===== src/rtl/dafilt_pkg.sv =====
package dafilt_pkg;

   localparam logic [31:0] CRC_POLY = 32'h04C1_1DB7;
   localparam logic [31:0] CRC_SEED = 32'hFFFF_FFFF;

   typedef struct packed {
      logic       bcast;
      logic       mcast;
      logic       sta_hit;
      logic [5:0] idx;
   } addr_class_t;

   // Serial CRC-32, bits taken in wire order (byte 0 first, LSB first).
   function automatic logic [31:0] addr_crc(input logic [47:0] a);
      logic [31:0] c;
      logic        fb;
      c = CRC_SEED;
      for (int i = 0; i < 48; i++) begin
         fb = c[31] ^ a[i];
         c  = {c[30:0], 1'b0};
         if (fb) c = c ^ CRC_POLY;
      end
      return c;
   endfunction

endpackage


===== src/rtl/dafilt_hash_index.sv =====
module dafilt_hash_index #(
   parameter int ADDR_W = 48,
   parameter int IDX_W  = 6
) (
   input  logic [ADDR_W-1:0] addr,
   output logic [IDX_W-1:0]  idx
);
   import dafilt_pkg::*;

   logic [31:0] crc;

   always_comb begin
      crc = addr_crc(addr);
      idx = crc[31 -: IDX_W];
   end
endmodule


===== src/rtl/dafilt_classify.sv =====
module dafilt_classify #(
   parameter int ADDR_W = 48,
   parameter int STA_LO_W = 32,
   parameter int STA_HI_W = 16
) (
   input  logic [ADDR_W-1:0]   addr,
   input  logic [STA_LO_W-1:0] sta_lo,
   input  logic [STA_HI_W-1:0] sta_hi,
   output logic                bcast,
   output logic                mcast,
   output logic                sta_hit
);
   localparam int NBYTES = ADDR_W / 8;
   localparam int LO_BYTES = STA_LO_W / 8;
   localparam int HI_BYTES = STA_HI_W / 8;

   logic [ADDR_W-1:0] station;

   // Byte k of the station lives at addr bits 8k+7:8k; high word holds
   // bytes 0.. most significant first, low word the rest likewise.
   for (genvar k = 0; k < NBYTES; k++) begin : g_sta
      if (k < HI_BYTES) begin : g_hi
         assign station[8*k +: 8] = sta_hi[8*(HI_BYTES-1-k) +: 8];
      end else begin : g_lo
         assign station[8*k +: 8] = sta_lo[8*(LO_BYTES-1-(k-HI_BYTES)) +: 8];
      end
   end

   always_comb begin
      bcast   = &addr;
      mcast   = addr[0] & ~bcast;
      sta_hit = (addr == station);
   end
endmodule


===== src/rtl/dafilt_decide.sv =====
module dafilt_decide #(
   parameter int HASH_REG_W = 32,
   parameter int IDX_W      = 6
) (
   input  dafilt_pkg::addr_class_t cls,
   input  logic [HASH_REG_W-1:0]   hash_lo,
   input  logic [HASH_REG_W-1:0]   hash_hi,
   input  logic                    rej_bcast,
   input  logic                    promisc,
   output logic                    accept
);
   logic [HASH_REG_W-1:0] word;
   logic                  hbit;

   always_comb begin
      word   = cls.idx[IDX_W-1] ? hash_hi : hash_lo;
      hbit   = word[cls.idx[IDX_W-2:0]];
      accept = promisc
             | cls.sta_hit
             | (cls.bcast & ~rej_bcast)
             | (cls.mcast & hbit);
   end
endmodule


===== src/rtl/da_filter.sv =====
module da_filter #(
   parameter int ADDR_W     = 48,
   parameter int HASH_REG_W = 32,
   parameter int PIPE_CRC   = 1
) (
   input  logic                  clk,
   input  logic                  rst_n,
   input  logic                  in_valid,
   input  logic [ADDR_W-1:0]     in_addr,
   input  logic [31:0]           sta_lo,
   input  logic [15:0]           sta_hi,
   input  logic [HASH_REG_W-1:0] hash_lo,
   input  logic [HASH_REG_W-1:0] hash_hi,
   input  logic                  rej_bcast,
   input  logic                  promisc,
   output logic                  out_valid,
   output logic                  out_accept
);
   import dafilt_pkg::*;

   localparam int HASH_SIZE = 2 * HASH_REG_W;
   localparam int IDX_W     = $clog2(HASH_SIZE);
   localparam int LATENCY   = 1 + PIPE_CRC;

   if (ADDR_W != 48) begin : g_bad_addr
      $error("da_filter: ADDR_W must be 48");
   end
   if (HASH_SIZE != 64) begin : g_bad_hash
      $error("da_filter: hash table must have 64 entries");
   end
   if (PIPE_CRC != 0 && PIPE_CRC != 1) begin : g_bad_pipe
      $error("da_filter: PIPE_CRC must be 0 or 1");
   end

   addr_class_t cls_c, cls_s;
   logic        vld_s;
   logic        acc_c;

   dafilt_hash_index #(.ADDR_W(ADDR_W), .IDX_W(IDX_W)) u_idx (
      .addr (in_addr),
      .idx  (cls_c.idx)
   );

   dafilt_classify #(.ADDR_W(ADDR_W), .STA_LO_W(32), .STA_HI_W(16)) u_cls (
      .addr    (in_addr),
      .sta_lo  (sta_lo),
      .sta_hi  (sta_hi),
      .bcast   (cls_c.bcast),
      .mcast   (cls_c.mcast),
      .sta_hit (cls_c.sta_hit)
   );

   if (PIPE_CRC == 1) begin : g_pipe
      always_ff @(posedge clk) begin
         if (!rst_n) begin
            vld_s <= 1'b0;
            cls_s <= '0;
         end else begin
            vld_s <= in_valid;
            if (in_valid) cls_s <= cls_c;
         end
      end
   end else begin : g_flat
      assign vld_s = in_valid;
      assign cls_s = cls_c;
   end

   dafilt_decide #(.HASH_REG_W(HASH_REG_W), .IDX_W(IDX_W)) u_dec (
      .cls       (cls_s),
      .hash_lo   (hash_lo),
      .hash_hi   (hash_hi),
      .rej_bcast (rej_bcast),
      .promisc   (promisc),
      .accept    (acc_c)
   );

   always_ff @(posedge clk) begin
      if (!rst_n) begin
         out_valid  <= 1'b0;
         out_accept <= 1'b0;
      end else begin
         out_valid <= vld_s;
         if (vld_s) out_accept <= acc_c;
      end
   end
endmodule


===== config.mk =====
export PLATFORM = sky130hd
export DESIGN_NAME = da_filter
export DESIGN_NICKNAME = d
export VERILOG_FILES = /design/src/rtl/dafilt_pkg.sv /design/src/rtl/dafilt_hash_index.sv /design/src/rtl/dafilt_classify.sv /design/src/rtl/dafilt_decide.sv /design/src/rtl/da_filter.sv
export SDC_FILE = /design/constraint.sdc
export NUM_CORES = 1
export LEC_CHECK = 0
export ABC_AREA = 1
export BUFFER_PORTS_ARGS = -buffer_cell sky130_fd_sc_hd__buf_2
export CORE_AREA = 2 2 181 139
export CTS_CLUSTER_DIAMETER = 120
export DETAILED_ROUTE_END_ITERATION = 16
export DIE_AREA = 0 0 183 141
export SETUP_SLACK_MARGIN = 0.4
export SKIP_LAST_GASP = 1
export SYNTH_ARGS = -nofsm -noshare
export SYNTH_HDL_FRONTEND = slang
export SYNTH_SLANG_ARGS = --single-unit
export TNS_END_PERCENT = 1

===== constraint.sdc =====
create_clock -name clk -period 5.8 [get_ports clk]
set_clock_uncertainty 0.15 [all_clocks]
set_input_delay 1.74 -clock clk [delete_from_list [all_inputs] [get_ports clk]]
set_output_delay 1.74 -clock clk [all_outputs]
set_load 0.05 [all_outputs]

* Word-level counts from Yosys, hierarchy flattened
Cells that the tools add are included.
** Cells by class
- $lt $le $gt $ge :: 1
- Eq/ne operators :: 1
- Multiplexer cells :: 51
- Bitwise gates (word level) :: 102
- Reductions and logical operators :: 1
** Operators with widths (count)
- $mux W27 :: 48
- $not A14 Y14 :: 47
- $eq A48 B48 Y1 :: 1
- $reduce_and A48 Y1 :: 1
- $xor A1 B1 Y1 :: 42
- $mux W32 :: 1
- $lt A5 B6 Y1 const B :: 1
- $bmux W1 S5 :: 1
- $xor A1 B1 Y1 const A :: 5
- $and A1 B1 Y1 :: 3
- $or A1 B1 Y1 :: 3
- $not A1 Y1 :: 2
- $mux W1 :: 1
** Storage, ports and cells
- Flip-flop bits (word level) :: 12
- Input bits :: 165
- Logic and storage cells :: 163

* Depth between registers and ports, before layout
Gate-level depths: netlist (run 1).
- Word-level depth :: 95
- Mapped depth :: 39
- Mapped depth without buffers :: 38

* By module
A second synthesis (run 1) with hierarchy kept.
** Unflattened totals
- Cells, all modules :: 1559
- Area, all modules :: 7908.8 um^2
** Modules (own cells, without submodules)
- dafilt_hash_index :: instances 1, cells an instance 1167, area each 5854.4 um^2, seq. area each 0.0 um^2
- dafilt_classify :: instances 1, cells an instance 166, area each 852.1 um^2, seq. area each 0.0 um^2
- dafilt_decide :: instances 1, cells an instance 157, area each 723.2 um^2, seq. area each 0.0 um^2
- da_filter :: instances 1, cells an instance 69, area each 479.2 um^2, seq. area each 240.2 um^2

* Worst setup path after synthesis (run 1)
Ideal clock, no wire load.
- Path kind :: input -> register
- Start :: in in_addr[0]
- End :: reg cls_s[1] (netlist bit)
- Setup time :: 109 ps
- Arrival time :: 4597 ps
- Path slack :: 944 ps
- Stages on the path :: 37
- Cells stage by stage :: ha_1 -> buf_4 -> inv_2 -> nand2_1 -> nand2_1 -> nand2_1 -> nand2_1 -> nand3_1 -> nand2_2 -> nand2_1 -> nand3_2 -> nand2_1 -> nand2_4 -> nand2_4 -> buf_8 -> inv_2 -> nand2_1 -> nand2_2 -> nand2_2 -> nand2_4 -> nand2_4 -> nand2_2 -> nand2_2 -> nand2_4 -> nand2_2 -> nand2_1 -> nand2_1 -> nand2_2 -> nand2_1 -> nand2_1 -> nand2_1 -> nand2_1 -> inv_1 -> nand2_1 -> nand3_1 -> nand2_1 -> inv_1
** On the way
- Word-level cells in the longest chain between the ends :: 60
- Elaborated cells on any way between the ends :: 113
- Classes of those cells :: mux (47); bitwise (66)
** RTL lines
- start, declared :: RTL line da_filter.sv:9 : input logic [ADDR_W-1:0] in_addr,
- $mux W27 (*) :: RTL line dafilt_pkg.sv:21 : if (fb) c = c ^ CRC_POLY;
- $mux W27 or $not A14 Y14 (tied branches) (3 in series)
- $not A14 Y14 (no line) or $mux W27 (tied branches)
- $mux W27 :: RTL line dafilt_pkg.sv:21
- $mux W27 or $not A14 Y14 (tied branches) (4 in series)
- $mux W27 :: RTL line dafilt_pkg.sv:21
- $not A14 Y14 (no line) or $mux W27 (tied branches)
- $mux W27 or $not A14 Y14 (tied branches)
- [32 not listed]
- $not A14 Y14 (no line)
- $mux W27 (6 in series) :: RTL line dafilt_pkg.sv:21
- $not A14 Y14 (no line)
- $mux W27 :: RTL line dafilt_pkg.sv:21
- $not A14 Y14 (no line)
- $mux W27 (3 in series) :: RTL line dafilt_pkg.sv:21
- $not A14 Y14 (no line)
- $mux W27 (*) :: RTL line dafilt_pkg.sv:21
- end signal, assigned :: RTL line da_filter.sv:60 : if (in_valid) cls_s <= cls_c;
- end, declared :: RTL line da_filter.sv:35 : addr_class_t cls_c, cls_s;
Every way passes the cells marked *; elsewhere a longest branch is shown, timed or not.
A chain may end at the register's enable or synchronous reset.

* Final worst setup path (run 1)
- Start :: in in_addr[3]
- End :: reg cls_s[3] (netlist bit)
** On the way
- Word-level cells in the longest chain between the ends :: 54
- Elaborated cells on any way between the ends :: 99
- Classes of those cells :: mux (42); bitwise (57)
** RTL lines
- $xor A1 B1 Y1 (*) :: RTL line dafilt_pkg.sv:19 : fb = c[31] ^ a[i];
- $mux W27 (*) :: RTL line dafilt_pkg.sv:21
- $mux W27 or $not A14 Y14 (tied branches)
- $mux W27 (2 in series) :: RTL line dafilt_pkg.sv:21
- $mux W27 or $not A14 Y14 (tied branches)
- $mux W27 :: RTL line dafilt_pkg.sv:21
- $not A14 Y14 (no line)
- $mux W27 :: RTL line dafilt_pkg.sv:21
- [30 not listed]
- $not A14 Y14 (no line) or $xor A1 B1 Y1 (tied branches)
- $mux W27 (6 in series) :: RTL line dafilt_pkg.sv:21
- $not A14 Y14 (no line)
- $mux W27 :: RTL line dafilt_pkg.sv:21
- $not A14 Y14 (no line)
- $mux W27 (3 in series) :: RTL line dafilt_pkg.sv:21
- $not A14 Y14 (no line)
- $mux W27 (*) :: RTL line dafilt_pkg.sv:21
Marks and branches as above.

==> results.yml, run 1 <==
outcome:
  status: "finished, final reports clean"
routing:
  drtIter0Drc: 1005
  drc: 0
  post_drt_wl_per_cell_um: 17.93
  avgViaCountPerCell: 5.269
  totalWireLength_um: 34250
  ant_nets: 0
  num_vias: 10060
  drt_first_pass_iters: 6
synth:
  yosysWarnings: 0
  yosys.cell_types.count: 46
  syn_nets: 1574
  ys_seq_area_frac: 0.03268
  ys_ff_latch: 12
  synthCells: 1406
  synth_flop_cell: "dfxtp_1"
  synth.top_cell.area_share: 0.2961
  syn-cell-area_um2: 7352
  synth_area_leaders: "nand2_1 30%, nand3_1 14%, xor2_1 12%"
  yosys.area.top_type: "nand2_1"
  postSynthAreaPerCell_um2: 5.229
  synth_edf_count: 0
  synthArstFlopShare: 0
floorplanning:
  start_util: 0.3029
  die_w_um: 183
  ioPinCount: 167
  rows: 50
  core-area_um2: 24270
  dieArea_um2: 25800
  die_h_um: 141
sta:
  finalSetupViolations: 0
  fmax_mhz: 193.4
  finalHoldViolations: 0
  maxSlewViolCount: 0
  setup_tns_ns: 0
  worst_pin_slew_ns: 0.9173
  fin_crit_ns: 5.172
  slew_headroom: 0.3876
  rsz0062_at_grt: "true"
  fin_crit_sh: 0.8917
power:
  p_per_area_nw_per_um2: 580.3
  comb_power_share: 0.947
  power.internal_mw: 1.995
  power_frac_clock: 0.025
  peakVddDrop_mv: 0.3015
  power_mw: 5.410
  p_sw_mw: 3.415
  swShare: 0.6313
  leakagePower_nw: 5.378
  seqPwrFrac: 0.028
global_route:
  grt_pass1_wl_um: 50740
  grt_max_degree: 34
  antenna_found_initial: 0
  grtUsageTotal: 0.2552
  grt_pass1_vias: 8995
  grt.overflow.total: 0
critical_path:
  required_ns: 5.79
  cpMaxStageDelayCell: "xor2_1"
  critical_path.startpoint: "in_addr[3]"
  cp-start-kind: "input pin"
  crit_family: "simple AND/OR/NAND/NOR gates"
  cp.buffers_inverters: 4
  cp-endpoint: "cls_s[3]$_SDFFE_PN0P_"
  crit_path_max_incr_delay_ns: 0.27
  crit_top_cell: "nand2_1"
  worstPathMaxFanout: 8
  r2r_cells: 8
  crit_cells: 27
  worstSetupPathType: "input pin to flip-flop"
  arrival_ns: 5.16
  r2r-start: "cls_s[5]$_SDFFE_PN0P_"
  regToRegSetupSlack_ns: 2.78
  worstReg2RegEnd: "out_accept$_SDFFE_PN0P_"
  cp-end-kind: "flip-flop"
layout:
  num_antenna_cells: 0
  area_delta_synth_final_pct: 26.80
  fill_cells: 2715
  nets: 1767
  drive_gt1_frac: 0.2778
clock_tree:
  htreeDepth: 1
  clkTransAtPathRegs_ns: 0.04
  numCtsBuffers: 3
  cts_tree: "done"
  clock-sinks: 12
  clock_latency_ns: 0.24
  cts_hold_buf: 0
  clk_path_buf_depth: 2
  cts-root-buf: "clkbuf_16"
placed_design:
  gp_congestion: 1.024
  port_buffers: 166
  dp_hpwl_um: 29540
run:
  maxCapViolCount: 0
worst_hold_path:
  hold_class: "flip-flop to flip-flop"
repair_timing:
item	CTS	global route
resized for setup	0	118
setup buffers	0	26
setup endpoints to repair	0	6
layout by cell type, fill, tap and decap left out, drive strengths merged:
master,n
nand2,678
nand3,221
buf,203
inv,161
xor2,103
nor2,48
o21ai,45
xnor2,20
nand4,16
o221ai,14
o22ai,12
dfxtp,12
a21oi,10
nor4,9
nand3b,8
clkbuf,7
a221oi,6
or2,6
clkinv,3
ha,3
a31oi,2
a211oi,2
nor3,2
o311ai,1
and3,1
o41ai,1
xnor3,1
and2,1
a22o,1
or4,1
per-stage QoR:
stage / std cells / setup slack (ns) / utilization / cell area (um^2) / hold slack, ns
finish: 1910 / 0.6281 / 0.3841 / 9323 / 0.2920
detailed placement: 1880 / 0.2533 / 0.3531 / 8571 / 0.2851
global placement: 1880 / 0.3267 / 0.3531 / 8571 / 0.2793
floorplan: 1406 / 0.9442 / - / 7352 / 0.2665
CTS: 1884 / 0.4692 / 0.3568 / 8660 / 0.2917
global route: 1910 / 0.3546 / 0.3841 / 9323 / 0.3192
power by group through the flow:
stage               Combinational (mW)  Sequential [mW]  Clock (mW)
floorplan                         3.62            0.120           0
global placement                  4.65            0.152           0
detailed placement                4.69            0.150           0
CTS                               4.71            0.149       0.139
global route                      5.74            0.155       0.144
finish                            5.12            0.149       0.138
area by class of cell:
type / count / area [um^2] / area share
Clock buffer: 4 / 88.84 / 0.009529
Inverter: 164 / 640.6 / 0.06872
Multi-Input combinational cell: 1212 / 6797 / 0.7290
Sequential cell: 12 / 240.2 / 0.02577
Tap cell: 312 / 390.4 / 0.04187
Timing Repair Buffer: 206 / 1166 / 0.1251
worst min-delay path by stage:
stage	startpoint	cells past startpoint	to	slack, ns
6_report	vld_s$_SDFF_PN0_	2	out_valid$_SDFF_PN0_	0.29
5_1_grt	vld_s$_SDFF_PN0_	2	out_valid$_SDFF_PN0_	0.32
4_1_cts	vld_s$_SDFF_PN0_	2	out_valid$_SDFF_PN0_	0.29
3_5_place_dp	vld_s$_SDFF_PN0_	2	out_valid$_SDFF_PN0_	0.29
3_3_place_gp	vld_s$_SDFF_PN0_	2	out_valid$_SDFF_PN0_	0.28
2_1_floorplan	vld_s$_SDFF_PN0_	2	out_valid$_SDFF_PN0_	0.27
Yosys cell counts, types with 3 or more instances:
master / n
nand2_1: 580
nand3_1: 203
inv_1: 136
xor2_1: 100
nand2_2: 72
nor2_1: 45
o21ai_0: 43
nand2_4: 25
inv_2: 19
xnor2_1: 19
nand3_2: 16
nand4_1: 16
o221ai_1: 14
dfxtp_1: 12
o22ai_1: 12
a21oi_1: 10
nor4_1: 9
clkbuf_1: 8
nand3b_1: 8
a221oi_1: 6
inv_4: 6
buf_4: 5
or2_1: 5
clkinv_1: 3
ha_1: 3
nor2_4: 3
xor2_2: 3
worst reg2reg max path: stages, from the launching register on:
cell and delay, ns:
dfxtp_1 0.91, inv_1 0.66, o21ai_0 0.42, o22ai_1 0.11
nor2_1 0.10, o311ai_0 0.14, and3_1 0.18, o21ai_0 0.16
a21oi_1 0.08
registers in the layout, summed over array words and instances (netlist names):
signal	count
out_accept	1
out_valid	1
vld_s	1
cls_s	9
logic make-up (layout without fill, tap and decap cells):
group,count (synthesis),count (layout),share of synthesized area
simple gates,991,991,0.6293
flops,12,12,0.03268
compound gates,94,94,0.07880
fa+ha+maj,3,3,0.005106
buf+inv,182,374,0.1004
xor+xnor,124,124,0.1537
routing by layer:
layer	global-route usage	wire length [um]
met1	0.3683	15600
met5	0	0
met3	0.02247	3220
met2	0.4055	14480
met4	0.06863	945
Note: power is estimated with default switching activity, not from simulation.
==> run 2, diff against run 1 <==
--- a/config.mk
+++ b/config.mk
@@ -7,10 +7,12 @@
 export LEC_CHECK = 0
 export ABC_AREA = 1
 export BUFFER_PORTS_ARGS = -buffer_cell sky130_fd_sc_hd__buf_2
+export CAP_MARGIN = 20
 export CORE_AREA = 2 2 181 139
 export CTS_CLUSTER_DIAMETER = 120
 export DETAILED_ROUTE_END_ITERATION = 16
 export DIE_AREA = 0 0 183 141
+export GPL_ROUTABILITY_DRIVEN = 1
 export SETUP_SLACK_MARGIN = 0.4
 export SKIP_LAST_GASP = 1
 export SYNTH_ARGS = -nofsm -noshare
==> constraint.sdc (replaced) <==
create_clock -name clk -period 4.2 [get_ports clk]
set_clock_uncertainty 0.15 [all_clocks]
set_input_delay 1.26 -clock clk [delete_from_list [all_inputs] [get_ports clk]]
set_output_delay 1.26 -clock clk [all_outputs]
set_load 0.05 [all_outputs]
==> run 2 against run 1 <==
The run now ends with setup timing left. Global-route usage grew 2.2 points. Via count grew 8.2%. Non-clock buffer count grew 219. Register-to-register slack lost 1.1 ns. Combinational power grew 70%. Design area grew 28%. Critical path type unchanged. Core utilization grew 11 points. Flip-flop and latch count is the same.
==> results.yml, run 2 (synthesized netlist as in run 1, its figures left out) <==
sta:
  setup_ws_ns: -0.3171
  slew_headroom: 0.4346
  setup_tns_ns: -1.746
  fin_crit_ns: 4.517
  fmax_mhz: 221.4
  maxSlewViolCount: 0
  finalSetupViolations: 6
  finalHoldViolations: 0
  rsz0062_at_grt: "true"
  fin_crit_sh: 1.076
  worst_pin_slew_ns: 0.8471
clock_tree:
  cts_tree: "done"
  numCtsBuffers: 3
  clock_latency_ns: 0.24
  clock-sinks: 12
  clkTransAtPathRegs_ns: 0.04
  clk_path_buf_depth: 2
  htreeDepth: 1
  cts-root-buf: "clkbuf_16"
floorplanning:
  start_util: 0.3029
  ioPinCount: 167
  die_h_um: 141
  dieArea_um2: 25800
  rows: 50
  core-area_um2: 24270
  die_w_um: 183
global_route:
  grt_max_degree: 34
  grt_pass1_wl_um: 55490
  grtUsageTotal: 0.2777
  grt.overflow.total: 0
  grt_pass1_vias: 9926
  antenna_found_initial: 0
routing:
  ant_nets: 0
  drtIter0Drc: 991
  num_vias: 10890
  drc: 0
  post_drt_wl_per_cell_um: 17.45
  totalWireLength_um: 37140
  drt_first_pass_iters: 5
  avgViaCountPerCell: 5.119
worst_hold_path:
  hold_class: "flip-flop to flip-flop"
critical_path:
  cp-start-kind: "input pin"
  cp-end-kind: "flip-flop"
  arrival_ns: 4.49
  crit_path_max_incr_delay_ns: 0.24
  worstPathMaxFanout: 7
  cpMaxStageDelayCell: "xor2_1"
  crit_top_cell: "buf_4"
  required_ns: 4.18
  worstSetupPathType: "input pin to flip-flop"
outcome:
  violations: "setup timing"
  status: "complete, but fails checks"
placed_design:
  dp_hpwl_um: 31480
  port_buffers: 166
  dpl_cell_area_um2: 10420
  gp_congestion: 0.9652
power:
  leakagePower_nw: 6.734
  p_per_area_nw_per_um2: 760.9
  peakVddDrop_mv: 0.5446
layout:
  nets: 1986
  layout_common_cells: "456 x nand2_1, 232 x buf_4, 163 x buf_2"
  num_antenna_cells: 0
  mostFrequentLayoutCell: "nand2_1"
  top_register: "cls_s"
  drive_gt1_frac: 0.4367
  stdcell_area_um2: 11910
  fill_cells: 2503
  area_delta_synth_final_pct: 61.95
  largest_register_ffs: 9
run:
  maxCapViolCount: 0
-- run 2: cell types whose count changed in the layout (fill, tap and decap cells not counted), sizes merged --
cell    previous run  this run
buf              203       425
clkbuf             7         3
-- run 2: per-layer routing --
| layer | GRT usage | share of wire |
|---|---|---|
| met1 | 0.3953 | 0.45 |
| met2 | 0.4466 | 0.43 |
| met3 | 0.03358 | 0.097 |
| met4 | 0.06442 | 0.025 |
| met5 | 0 | 0 |
-- run 2: layout make-up --
cell class              instances  area [um^2]  area share
clock buffers                   3        75.07    0.006305
inverters                     164        645.6     0.05422
flip-flops and latches         12        240.2     0.02018
multi-input cells            1212         7547      0.6339
repair buffers                425         3008      0.2526
well taps                     312        390.4     0.03279
-- run 2: power breakdown --
group	switching (mW)	internal [mW]	total (mW)
combinational	5.19	3.52	8.71
sequential	0.0342	0.144	0.179
clock	0.0464	0.124	0.170
-- run 2: metrics by stage --
stage	worst slack (ns)	util	std cells	hold slack [ns]	total power [mW]
after CTS	-0.1945	0.4754	2121	0.2883	8.638
final	-0.3171	0.4905	2128	0.2892	9.060
after detailed placement	-0.6853	0.4294	2098	0.2829	7.747
after floorplan	-0.08129	-	1406	0.2665	5.214
after global routing	-0.5471	0.4905	2128	0.3099	9.931
after global placement	-0.6838	0.4294	2098	0.2760	7.624
-- run 2: path summary, 6_finish.rpt --
| path | from | endpoint | slack (ns) | cells after the start |
|---|---|---|---|---|
| max | in_addr[3] | cls_s[4]$_SDFFE_PN0P_ | -0.32 | 26 |
| min | vld_s$_SDFF_PN0_ | out_valid$_SDFF_PN0_ | 0.29 | 2 |
| max reg2reg | cls_s[5]$_SDFFE_PN0P_ | out_accept$_SDFFE_PN0P_ | 1.67 | 9 |
| min reg2reg | vld_s$_SDFF_PN0_ | out_valid$_SDFF_PN0_ | 0.29 | 2 |
-- run 2: critical path: cells and delay by family --
family                    cells  cell delay [ns]
buffers and inverters         9             1.11
xor gates and xnor gates      6             1.15
AOI/OAI and AO/OA             2             0.23
and+or+nand+nor               9             0.73
-- run 2: what timing repair did --
action                     CTS  global route
resized for setup          205            78
pin swaps                  104            40
hold buffers                 0             0
setup endpoints to repair    6             6
buffers inserted            20             7
